File: config.mk
export PLATFORM = sky130hd
export DESIGN_NAME = cpu_irq_iface
export DESIGN_NICKNAME = d
export VERILOG_FILES = /design/src/rtl/cpu_irq_pkg.sv /design/src/rtl/ciif_regs.sv /design/src/rtl/ciif_pending.sv /design/src/rtl/ciif_select.sv /design/src/rtl/cpu_irq_iface.sv
export SDC_FILE = /design/constraint.sdc
export NUM_CORES = 1
export LEC_CHECK = 0
export BUFFER_PORTS_ARGS = -buffer_cell sky130_fd_sc_hd__buf_2
export CAP_MARGIN = 20
export CORE_ASPECT_RATIO = 1.75
export CORE_UTILIZATION = 55
export DETAILED_ROUTE_END_ITERATION = 8
export GPL_ROUTABILITY_DRIVEN = 0
export PLACE_DENSITY_LB_ADDON = 0.25
export SETUP_SLACK_MARGIN = 0.05
export SKIP_CTS_REPAIR_TIMING = 1
export SYNTH_ARGS = -nofsm -noshare
export SYNTH_HDL_FRONTEND = slang
export SYNTH_SLANG_ARGS = --single-unit
File: constraint.sdc
create_clock -name clk_i -period 4.1 [get_ports clk_i]
set_clock_uncertainty 0.15 [all_clocks]
set_input_delay 0.82 -clock clk_i [delete_from_list [all_inputs] [get_ports clk_i]]
set_output_delay 0.82 -clock clk_i [all_outputs]
set_load 0.05 [all_outputs]
File: src/rtl/cpu_irq_pkg.sv
package cpu_irq_pkg;
  localparam int unsigned ID_W    = 10;
  localparam logic [ID_W-1:0] IDLE_ID = 10'h3FF;
  localparam int unsigned PRIV_N  = 32;
  localparam int unsigned IPI_IDS = 16;
  localparam int unsigned IPI_ID_W = 4;
  localparam int unsigned MASK_LSB = 8;

  localparam logic [11:0] OFS_CTRL  = 12'h000;
  localparam logic [11:0] OFS_TRIG  = 12'h014;
  localparam logic [11:0] OFS_IPI   = 12'h060;
  localparam logic [11:0] OFS_READY = 12'h06C;
  localparam logic [11:0] OFS_SETEN = 12'h0A0;
  localparam logic [11:0] OFS_CLREN = 12'h0A4;
  localparam logic [11:0] OFS_EOI   = 12'h0B4;

  typedef enum logic [1:0] {
    TRIG_HIGH = 2'd0,
    TRIG_LOW  = 2'd1,
    TRIG_RISE = 2'd2,
    TRIG_FALL = 2'd3
  } trig_e;
endpackage

File: src/rtl/ciif_regs.sv
module ciif_regs
  import cpu_irq_pkg::*;
#(
  parameter int unsigned NUM_CPU = 4,
  parameter int unsigned NUM_IRQ = 64,
  parameter int unsigned ADDR_W  = 12,
  parameter int unsigned DATA_W  = 32,
  localparam int unsigned IDX_W  = $clog2(NUM_IRQ),
  localparam int unsigned TRIG_W = 2 * PRIV_N
) (
  input  logic                clk_i,
  input  logic                rst_ni,
  input  logic                wr_en_i,
  input  logic [ADDR_W-1:0]   wr_addr_i,
  input  logic [DATA_W-1:0]   wr_data_i,
  output logic                iface_en_o,
  output logic [TRIG_W-1:0]   trig_o,
  output logic [NUM_IRQ-1:0]  en_o,
  output logic                eoi_hit_o,
  output logic [IDX_W-1:0]    eoi_idx_o,
  output logic                eoi_o,
  output logic [ID_W-1:0]     eoi_id_o,
  output logic                ipi_vld_o,
  output logic [NUM_CPU-1:0]  ipi_mask_o,
  output logic [IPI_ID_W-1:0] ipi_id_o
);
  localparam int unsigned TRIG_WORDS = TRIG_W / DATA_W;

  logic             num_ok;
  logic [IDX_W-1:0] num_idx;
  logic             hit_ctrl, hit_set, hit_clr, hit_ipi;
  logic [NUM_CPU-1:0] mask_in;

  assign num_ok   = wr_data_i < DATA_W'(NUM_IRQ);
  assign num_idx  = wr_data_i[IDX_W-1:0];
  assign hit_ctrl = wr_en_i && (wr_addr_i == ADDR_W'(OFS_CTRL));
  assign hit_set  = wr_en_i && (wr_addr_i == ADDR_W'(OFS_SETEN)) && num_ok;
  assign hit_clr  = wr_en_i && (wr_addr_i == ADDR_W'(OFS_CLREN)) && num_ok;
  assign hit_ipi  = wr_en_i && (wr_addr_i == ADDR_W'(OFS_IPI));
  assign eoi_hit_o = wr_en_i && (wr_addr_i == ADDR_W'(OFS_EOI)) && num_ok;
  assign eoi_idx_o = num_idx;
  assign mask_in  = wr_data_i[MASK_LSB +: NUM_CPU];

  always_ff @(posedge clk_i or negedge rst_ni) begin
    if (!rst_ni) iface_en_o <= 1'b0;
    else if (hit_ctrl) iface_en_o <= wr_data_i[0];
  end

  for (genvar w = 0; w < TRIG_WORDS; w++) begin : g_trig
    logic hit_w;
    assign hit_w = wr_en_i && (wr_addr_i == ADDR_W'(OFS_TRIG + 12'(4 * w)));
    always_ff @(posedge clk_i or negedge rst_ni) begin
      if (!rst_ni) trig_o[w*DATA_W +: DATA_W] <= '0;
      else if (hit_w) trig_o[w*DATA_W +: DATA_W] <= wr_data_i;
    end
  end

  always_ff @(posedge clk_i or negedge rst_ni) begin
    if (!rst_ni) en_o <= '0;
    else if (hit_set) en_o[num_idx] <= 1'b1;
    else if (hit_clr) en_o[num_idx] <= 1'b0;
  end

  always_ff @(posedge clk_i or negedge rst_ni) begin
    if (!rst_ni) begin
      eoi_o      <= 1'b0;
      eoi_id_o   <= '0;
      ipi_vld_o  <= 1'b0;
      ipi_mask_o <= '0;
      ipi_id_o   <= '0;
    end else begin
      eoi_o     <= eoi_hit_o;
      ipi_vld_o <= hit_ipi && (mask_in != '0);
      if (eoi_hit_o) eoi_id_o <= ID_W'(num_idx);
      if (hit_ipi) begin
        ipi_mask_o <= mask_in;
        ipi_id_o   <= wr_data_i[IPI_ID_W-1:0];
      end
    end
  end

  assert_ipi_nonzero_R10: assert property (@(posedge clk_i) disable iff (!rst_ni)
    ipi_vld_o |-> (ipi_mask_o != '0));
  assert_eoi_range_R9: assert property (@(posedge clk_i) disable iff (!rst_ni)
    eoi_o |-> (eoi_id_o < ID_W'(NUM_IRQ)));
  assert_en_stable_R3: assert property (@(posedge clk_i) disable iff (!rst_ni)
    !(wr_en_i && (wr_addr_i == ADDR_W'(OFS_SETEN) || wr_addr_i == ADDR_W'(OFS_CLREN)))
      |=> $stable(en_o));
endmodule

File: src/rtl/ciif_pending.sv
module ciif_pending
  import cpu_irq_pkg::*;
#(
  parameter int unsigned NUM_CPU = 4,
  parameter int unsigned NUM_EXT = 32,
  localparam int unsigned NUM_IRQ = PRIV_N + NUM_EXT,
  localparam int unsigned IDX_W   = $clog2(NUM_IRQ)
) (
  input  logic                       clk_i,
  input  logic                       rst_ni,
  input  logic [PRIV_N-1:0]          priv_irq_i,
  input  logic [NUM_EXT-1:0]         ext_irq_i,
  input  logic [2*PRIV_N-1:0]        trig_i,
  input  logic [NUM_CPU-1:0]         ipi_req_i,
  input  logic [IPI_ID_W*NUM_CPU-1:0] ipi_id_i,
  input  logic                       clr_vld_i,
  input  logic [IDX_W-1:0]           clr_idx_i,
  output logic [NUM_IRQ-1:0]         pend_o
);
  logic [PRIV_N-1:0]  prev_q;
  logic [PRIV_N-1:0]  priv_pend;
  logic [NUM_EXT-1:0] ext_q;

  always_ff @(posedge clk_i or negedge rst_ni) begin
    if (!rst_ni) begin
      prev_q <= '0;
      ext_q  <= '0;
    end else begin
      prev_q <= priv_irq_i;
      ext_q  <= ext_irq_i;
    end
  end

  for (genvar i = 0; i < PRIV_N; i++) begin : g_priv
    trig_e mode;
    logic  line, lvl_d, edge_ev, soft_ev, clr, lvl_r, lat_r;

    assign mode = trig_e'(trig_i[2*i +: 2]);
    assign line = priv_irq_i[i];
    assign clr  = clr_vld_i && (clr_idx_i == IDX_W'(i));

    always_comb begin
      lvl_d   = ((mode == TRIG_HIGH) && line) || ((mode == TRIG_LOW) && !line);
      edge_ev = ((mode == TRIG_RISE) && line && !prev_q[i]) ||
                ((mode == TRIG_FALL) && !line && prev_q[i]);
    end

    if (i < IPI_IDS) begin : g_soft
      always_comb begin
        soft_ev = 1'b0;
        for (int p = 0; p < NUM_CPU; p++)
          if (ipi_req_i[p] && (ipi_id_i[IPI_ID_W*p +: IPI_ID_W] == IPI_ID_W'(i)))
            soft_ev = 1'b1;
      end
    end else begin : g_nosoft
      assign soft_ev = 1'b0;
    end

    always_ff @(posedge clk_i or negedge rst_ni) begin
      if (!rst_ni) begin
        lvl_r <= 1'b0;
        lat_r <= 1'b0;
      end else begin
        lvl_r <= lvl_d;
        // a new event in the claim cycle wins over the clear
        lat_r <= (lat_r && !clr) || edge_ev || soft_ev;
      end
    end

    assign priv_pend[i] = lvl_r || lat_r;

    assert_latch_hold_R6: assert property (@(posedge clk_i) disable iff (!rst_ni)
      (lat_r && !clr) |=> lat_r);
  end

  assign pend_o = {ext_q, priv_pend};

  assert_ext_level_R12: assert property (@(posedge clk_i) disable iff (!rst_ni)
    ext_irq_i[0] |=> pend_o[PRIV_N]);
endmodule

File: src/rtl/ciif_select.sv
module ciif_select
  import cpu_irq_pkg::*;
#(
  parameter int unsigned NUM_IRQ = 64,
  localparam int unsigned IDX_W  = $clog2(NUM_IRQ)
) (
  input  logic               clk_i,
  input  logic               rst_ni,
  input  logic [NUM_IRQ-1:0] pend_i,
  input  logic [NUM_IRQ-1:0] en_i,
  input  logic               iface_en_i,
  input  logic               claim_req_i,
  input  logic               eoi_hit_i,
  input  logic [IDX_W-1:0]   eoi_idx_i,
  output logic               rdy_vld_o,
  output logic [IDX_W-1:0]   rdy_idx_o,
  output logic               claim_vld_o
);
  logic [NUM_IRQ-1:0] act_q;
  logic [NUM_IRQ-1:0] cand;

  assign cand = pend_i & en_i & ~act_q & {NUM_IRQ{iface_en_i}};

  // lowest number wins
  always_comb begin
    rdy_vld_o = 1'b0;
    rdy_idx_o = '0;
    for (int k = NUM_IRQ - 1; k >= 0; k--) begin
      if (cand[k]) begin
        rdy_vld_o = 1'b1;
        rdy_idx_o = IDX_W'(k);
      end
    end
  end

  assign claim_vld_o = claim_req_i && rdy_vld_o;

  always_ff @(posedge clk_i or negedge rst_ni) begin
    if (!rst_ni) act_q <= '0;
    else begin
      if (eoi_hit_i) act_q[eoi_idx_i] <= 1'b0;
      if (claim_vld_o) act_q[rdy_idx_o] <= 1'b1;
    end
  end

  assert_not_active_R8: assert property (@(posedge clk_i) disable iff (!rst_ni)
    rdy_vld_o |-> !act_q[rdy_idx_o]);
  assert_claim_sticks_R8: assert property (@(posedge clk_i) disable iff (!rst_ni)
    (claim_vld_o && !(eoi_hit_i && eoi_idx_i == rdy_idx_o)) |=> act_q[$past(rdy_idx_o)]);
endmodule

File: src/rtl/cpu_irq_iface.sv
module cpu_irq_iface
  import cpu_irq_pkg::*;
#(
  parameter int unsigned NUM_CPU = 4,
  parameter int unsigned NUM_EXT = 32,
  parameter int unsigned ADDR_W  = 12,
  parameter int unsigned DATA_W  = 32
) (
  input  logic                        clk_i,
  input  logic                        rst_ni,
  input  logic                        wr_en_i,
  input  logic [ADDR_W-1:0]           wr_addr_i,
  input  logic [DATA_W-1:0]           wr_data_i,
  input  logic                        rd_en_i,
  input  logic [ADDR_W-1:0]           rd_addr_i,
  output logic [DATA_W-1:0]           rd_data_o,
  input  logic [PRIV_N-1:0]           priv_irq_i,
  input  logic [NUM_EXT-1:0]          ext_irq_i,
  input  logic [NUM_CPU-1:0]          ipi_req_i,
  input  logic [IPI_ID_W*NUM_CPU-1:0] ipi_id_i,
  output logic                        irq_o,
  output logic                        claim_o,
  output logic [ID_W-1:0]             claim_id_o,
  output logic                        eoi_o,
  output logic [ID_W-1:0]             eoi_id_o,
  output logic                        ipi_vld_o,
  output logic [NUM_CPU-1:0]          ipi_mask_o,
  output logic [IPI_ID_W-1:0]         ipi_id_o
);
  localparam int unsigned NUM_IRQ = PRIV_N + NUM_EXT;
  localparam int unsigned IDX_W   = $clog2(NUM_IRQ);
  localparam int unsigned TRIG_W  = 2 * PRIV_N;

  logic               iface_en;
  logic [TRIG_W-1:0]  trig;
  logic [NUM_IRQ-1:0] en, pend;
  logic               eoi_hit, rdy_vld, claim_vld, claim_req;
  logic [IDX_W-1:0]   eoi_idx, rdy_idx;
  logic [ID_W-1:0]    rdy_val;
  logic [DATA_W-1:0]  rd_mux;

  ciif_regs #(.NUM_CPU(NUM_CPU), .NUM_IRQ(NUM_IRQ), .ADDR_W(ADDR_W), .DATA_W(DATA_W)) u_regs (
    .clk_i, .rst_ni, .wr_en_i, .wr_addr_i, .wr_data_i,
    .iface_en_o(iface_en), .trig_o(trig), .en_o(en),
    .eoi_hit_o(eoi_hit), .eoi_idx_o(eoi_idx), .eoi_o, .eoi_id_o,
    .ipi_vld_o, .ipi_mask_o, .ipi_id_o
  );

  ciif_pending #(.NUM_CPU(NUM_CPU), .NUM_EXT(NUM_EXT)) u_pend (
    .clk_i, .rst_ni, .priv_irq_i, .ext_irq_i, .trig_i(trig),
    .ipi_req_i, .ipi_id_i, .clr_vld_i(claim_vld), .clr_idx_i(rdy_idx),
    .pend_o(pend)
  );

  ciif_select #(.NUM_IRQ(NUM_IRQ)) u_sel (
    .clk_i, .rst_ni, .pend_i(pend), .en_i(en), .iface_en_i(iface_en),
    .claim_req_i(claim_req), .eoi_hit_i(eoi_hit), .eoi_idx_i(eoi_idx),
    .rdy_vld_o(rdy_vld), .rdy_idx_o(rdy_idx), .claim_vld_o(claim_vld)
  );

  assign irq_o     = rdy_vld;
  assign rdy_val   = rdy_vld ? ID_W'(rdy_idx) : IDLE_ID;
  assign claim_req = rd_en_i && (rd_addr_i == ADDR_W'(OFS_READY));

  always_comb begin
    rd_mux = '0;
    if (rd_addr_i == ADDR_W'(OFS_CTRL)) rd_mux = DATA_W'(iface_en);
    else if (rd_addr_i == ADDR_W'(OFS_READY)) rd_mux = DATA_W'(rdy_val);
    else
      for (int w = 0; w < TRIG_W / DATA_W; w++)
        if (rd_addr_i == ADDR_W'(OFS_TRIG + 12'(4 * w))) rd_mux = trig[w*DATA_W +: DATA_W];
  end

  always_ff @(posedge clk_i or negedge rst_ni) begin
    if (!rst_ni) begin
      rd_data_o  <= '0;
      claim_o    <= 1'b0;
      claim_id_o <= '0;
    end else begin
      claim_o <= claim_vld;
      if (rd_en_i) rd_data_o <= rd_mux;
      if (claim_vld) claim_id_o <= ID_W'(rdy_idx);
    end
  end

  assert_gate_R2: assert property (@(posedge clk_i) disable iff (!rst_ni)
    !iface_en |-> !irq_o);
  assert_claim_data_R8: assert property (@(posedge clk_i) disable iff (!rst_ni)
    claim_o |-> (rd_data_o == DATA_W'(claim_id_o)));
  assert_idle_read_R7: assert property (@(posedge clk_i) disable iff (!rst_ni)
    (claim_req && !irq_o) |=> (rd_data_o == DATA_W'(IDLE_ID)) && !claim_o);
endmodule

==> flow_summary.yaml <==
floorplanning:
  ios: 208
  die_w_um: 135
  core_um2: 30700
  fp.dieArea_um2: 31900
  rows: 85
  die_h_um: 236
  initial_utilization: 0.558
worst_setup_path:
  worst-setup-path-type: "flip-flop to primary output"
  critPathArrivalTime_ns: 3.06
  required_ns: 3.13
  crit_path_end_kind: "primary output"
  start_kind: "flip-flop"
  worstPathMaxFanout: 12
placed_design:
  dp_hpwl_mm: 37.8
  place_inst: 2207
  io_buffers: 199
  pre_cts_slack_ns: 0.0702
  placed_cell_area_um2: 18700
power:
  p_leak_nw: 9.17
  power_mw: 7.38
  ir_drop_uv: 351
  p_per_area_nw_per_um2: 371
sta:
  period_needed_ns: 4.03
  rsz0062_at_grt: "false"
  max_freq_mhz: 248
  max_slew_margin: 0.178
  setup_slack_ns: 0.0699
  setup_viol: 0
  whs_ns: 0.109
  hold_violations: 0
  tns_ns: 0
  slew_viol_final: 0
  tightest_slew_ns: 1.23
  period_share: 0.983
route:
  drc: 0
  wl_mm: 53.1
  antenna_left: 0
  vias: 14500
  routedWlPerCell_um: 23.4
  drtIter0Drc: 1079
  dr.pass1.iters: 6
  avgViaCountPerCell: 6.37
run_status:
  status: "finished clean"
synth:
  synth_compound_area_frac: 0.167
  synth_top_area_share: 0.549
  synth_cell_type_count: 76
  syn_area_um2: 17100
  yosysSeqAreaShare: 0.549
  synth_xor_area_frac: 0.00715
  synth_seq_cells: 376
  synthArstFlopShare: 1.00
  ys.flop_type: "dfrtp_1"
  synth.most_common_cell: "dfrtp_1"
  synth_cells: 1647
  synthSimpleGateAreaFrac: 0.184
  synth_fa_ha_area_frac: 0
  synth_mux_area_frac: 0.0617
  synth_area_per_cell_um2: 10.4
  netlist.top_cell.by_area: "dfrtp_1"
  synth_commonest_cells: "dfrtp_1 (376), o21ai_0 (282), nand2_1 (173), mux2_2 (77), nor2_1 (77)"
  synth_edf_count: 0
  synth.area.top_cells: "dfrtp_1 (55%), o21ai_0 (8.2%), mux2_2 (5.1%)"
  synth_top_family_by_area: "simple AND/OR/NAND/NOR gates"
  ys_warn_count: 0
grt:
  met2_usage: 0.575
  grt_use_total: 0.341
  overflow: 0
  grt_use_met3: 0.0551
  grt_max_degree: 92
  grt.busiest_layer: "met2"
  grt_pass1_vias: 14700
  antenna_found_initial: 0
  met1_usage: 0.396
  grt_pass1_wl_mm: 82.1
finish:
  final_area_um2: 19900
  nNetsFinal: 2000
  final_core_util: 0.647
  final_cells: 2272
  fillers: 2467
  drive_gt1_frac: 0.232
  n_antenna_cell: 0
  syn2layout_area_growth_pct: 16.0
cts:
  cts-root-buf: "clkbuf_16"
  clk_latency_ns: 0.55
  clock_path_buffers: 3
  cts_tree: "built"
  clkSinkCount: 376
  htree_levels: 2
  numCtsBuffers: 36
  cts.clk_slew.worst_paths_ns: 0.06
flow_run:
  maxCapViolCount: 0
min_path:
  hp-class: "input pin to asynchronous set/reset pin"
## placed cells by master (no fill, tap or decap), types with 7 or more instances in the layout
cell type,count
xnor2_1,14
nand3b_1,13
and3_1,7
nor2_1,76
and4b_1,19
or3_1,13
nor3b_1,18
mux2i_1,19
dfrtp_1,375
conb_1,8
clkbuf_1,10
a22oi_1,22
inv_1,38
o22ai_1,51
a211oi_1,16
mux2_2,77
buf_2,198
nand4b_1,23
or2_2,10
buf_4,38
nand4_1,8
clkbuf_16,36
a21oi_1,30
clkinv_2,7
nand2b_1,51
a221oi_1,8
nor3_1,43
nand3_1,10
or2_1,7
nor3_2,8
o21ai_0,282
o21ai_1,26
and3b_1,19
nor2b_1,11
nand2_1,172
## worst max-delay path, stage by stage, from the launching register on
cell and delay [ns]:
dfrtp_4 0.58, buf_6 0.20, nand2_1 0.08, nor3_1 0.04
buf_4 0.16, nor4_1 0.40, and4b_2 0.35, nor2b_2 0.21
nand3_2 0.19, buf_2 0.29
## power by group
group / internal (mW) / total (mW) / switching, mW / leakage (nW)
sequential: 3.77 / 3.80 / 0.0324 / 4.94
combinational: 0.123 / 0.388 / 0.265 / 3.69
clock: 1.75 / 3.19 / 1.45 / 0.547
total: 5.64 / 7.38 / 1.74 / 9.17
## area by class of cell
class                   count  area, µm²  area share
flip-flops and latches    376       9410       0.473
multi-input cells        1160       7310       0.368
repair buffers            244       1420      0.0713
clock buffers              52       1020      0.0513
well taps                 391        489      0.0246
inverters                  38        143     0.00717
clock inverters            11       91.3     0.00459
## path summary, 6_finish.rpt
check,start,endpoint,slack (ns),cells after the start
min reg2reg,u_regs.trig_o[47]$_DFFE_PN0P_,u_pend.g_priv[23].lvl_r$_DFF_PN0_,0.33,1
max reg2reg,u_regs.iface_en_o$_DFFE_PN0P_,u_pend.g_priv[5].lat_r$_DFF_PN0_,0.27,11
min,rst_ni,u_pend.ext_q[20]$_DFF_PN0_,0.11,1
max in group asynchronous,rst_ni,u_pend.ext_q[4]$_DFF_PN0_,2.74,2
min in group clk_i,ext_irq_i[30],u_pend.ext_q[30]$_DFF_PN0_,0.22,1
max,u_regs.iface_en_o$_DFFE_PN0P_,irq_o,0.07,9
## routing by layer
layer / share of wire / vias to the layer above
met3: 0.064 / 223
met1: 0.36 / 7108
met4: 0.074 / 0
li1: - / 6404
met5: 0 / -
met2: 0.51 / 729
## kinds of logic (layout without fill, tap and decap cells)
family,count (synthesis),in the layout
simple gates,556,556
compound gates,486,486
flops,376,376
buf+inv,118,345
mux,96,96
xor+xnor,14,14
other cells,1,8
(Power assumes the default switching activity.)
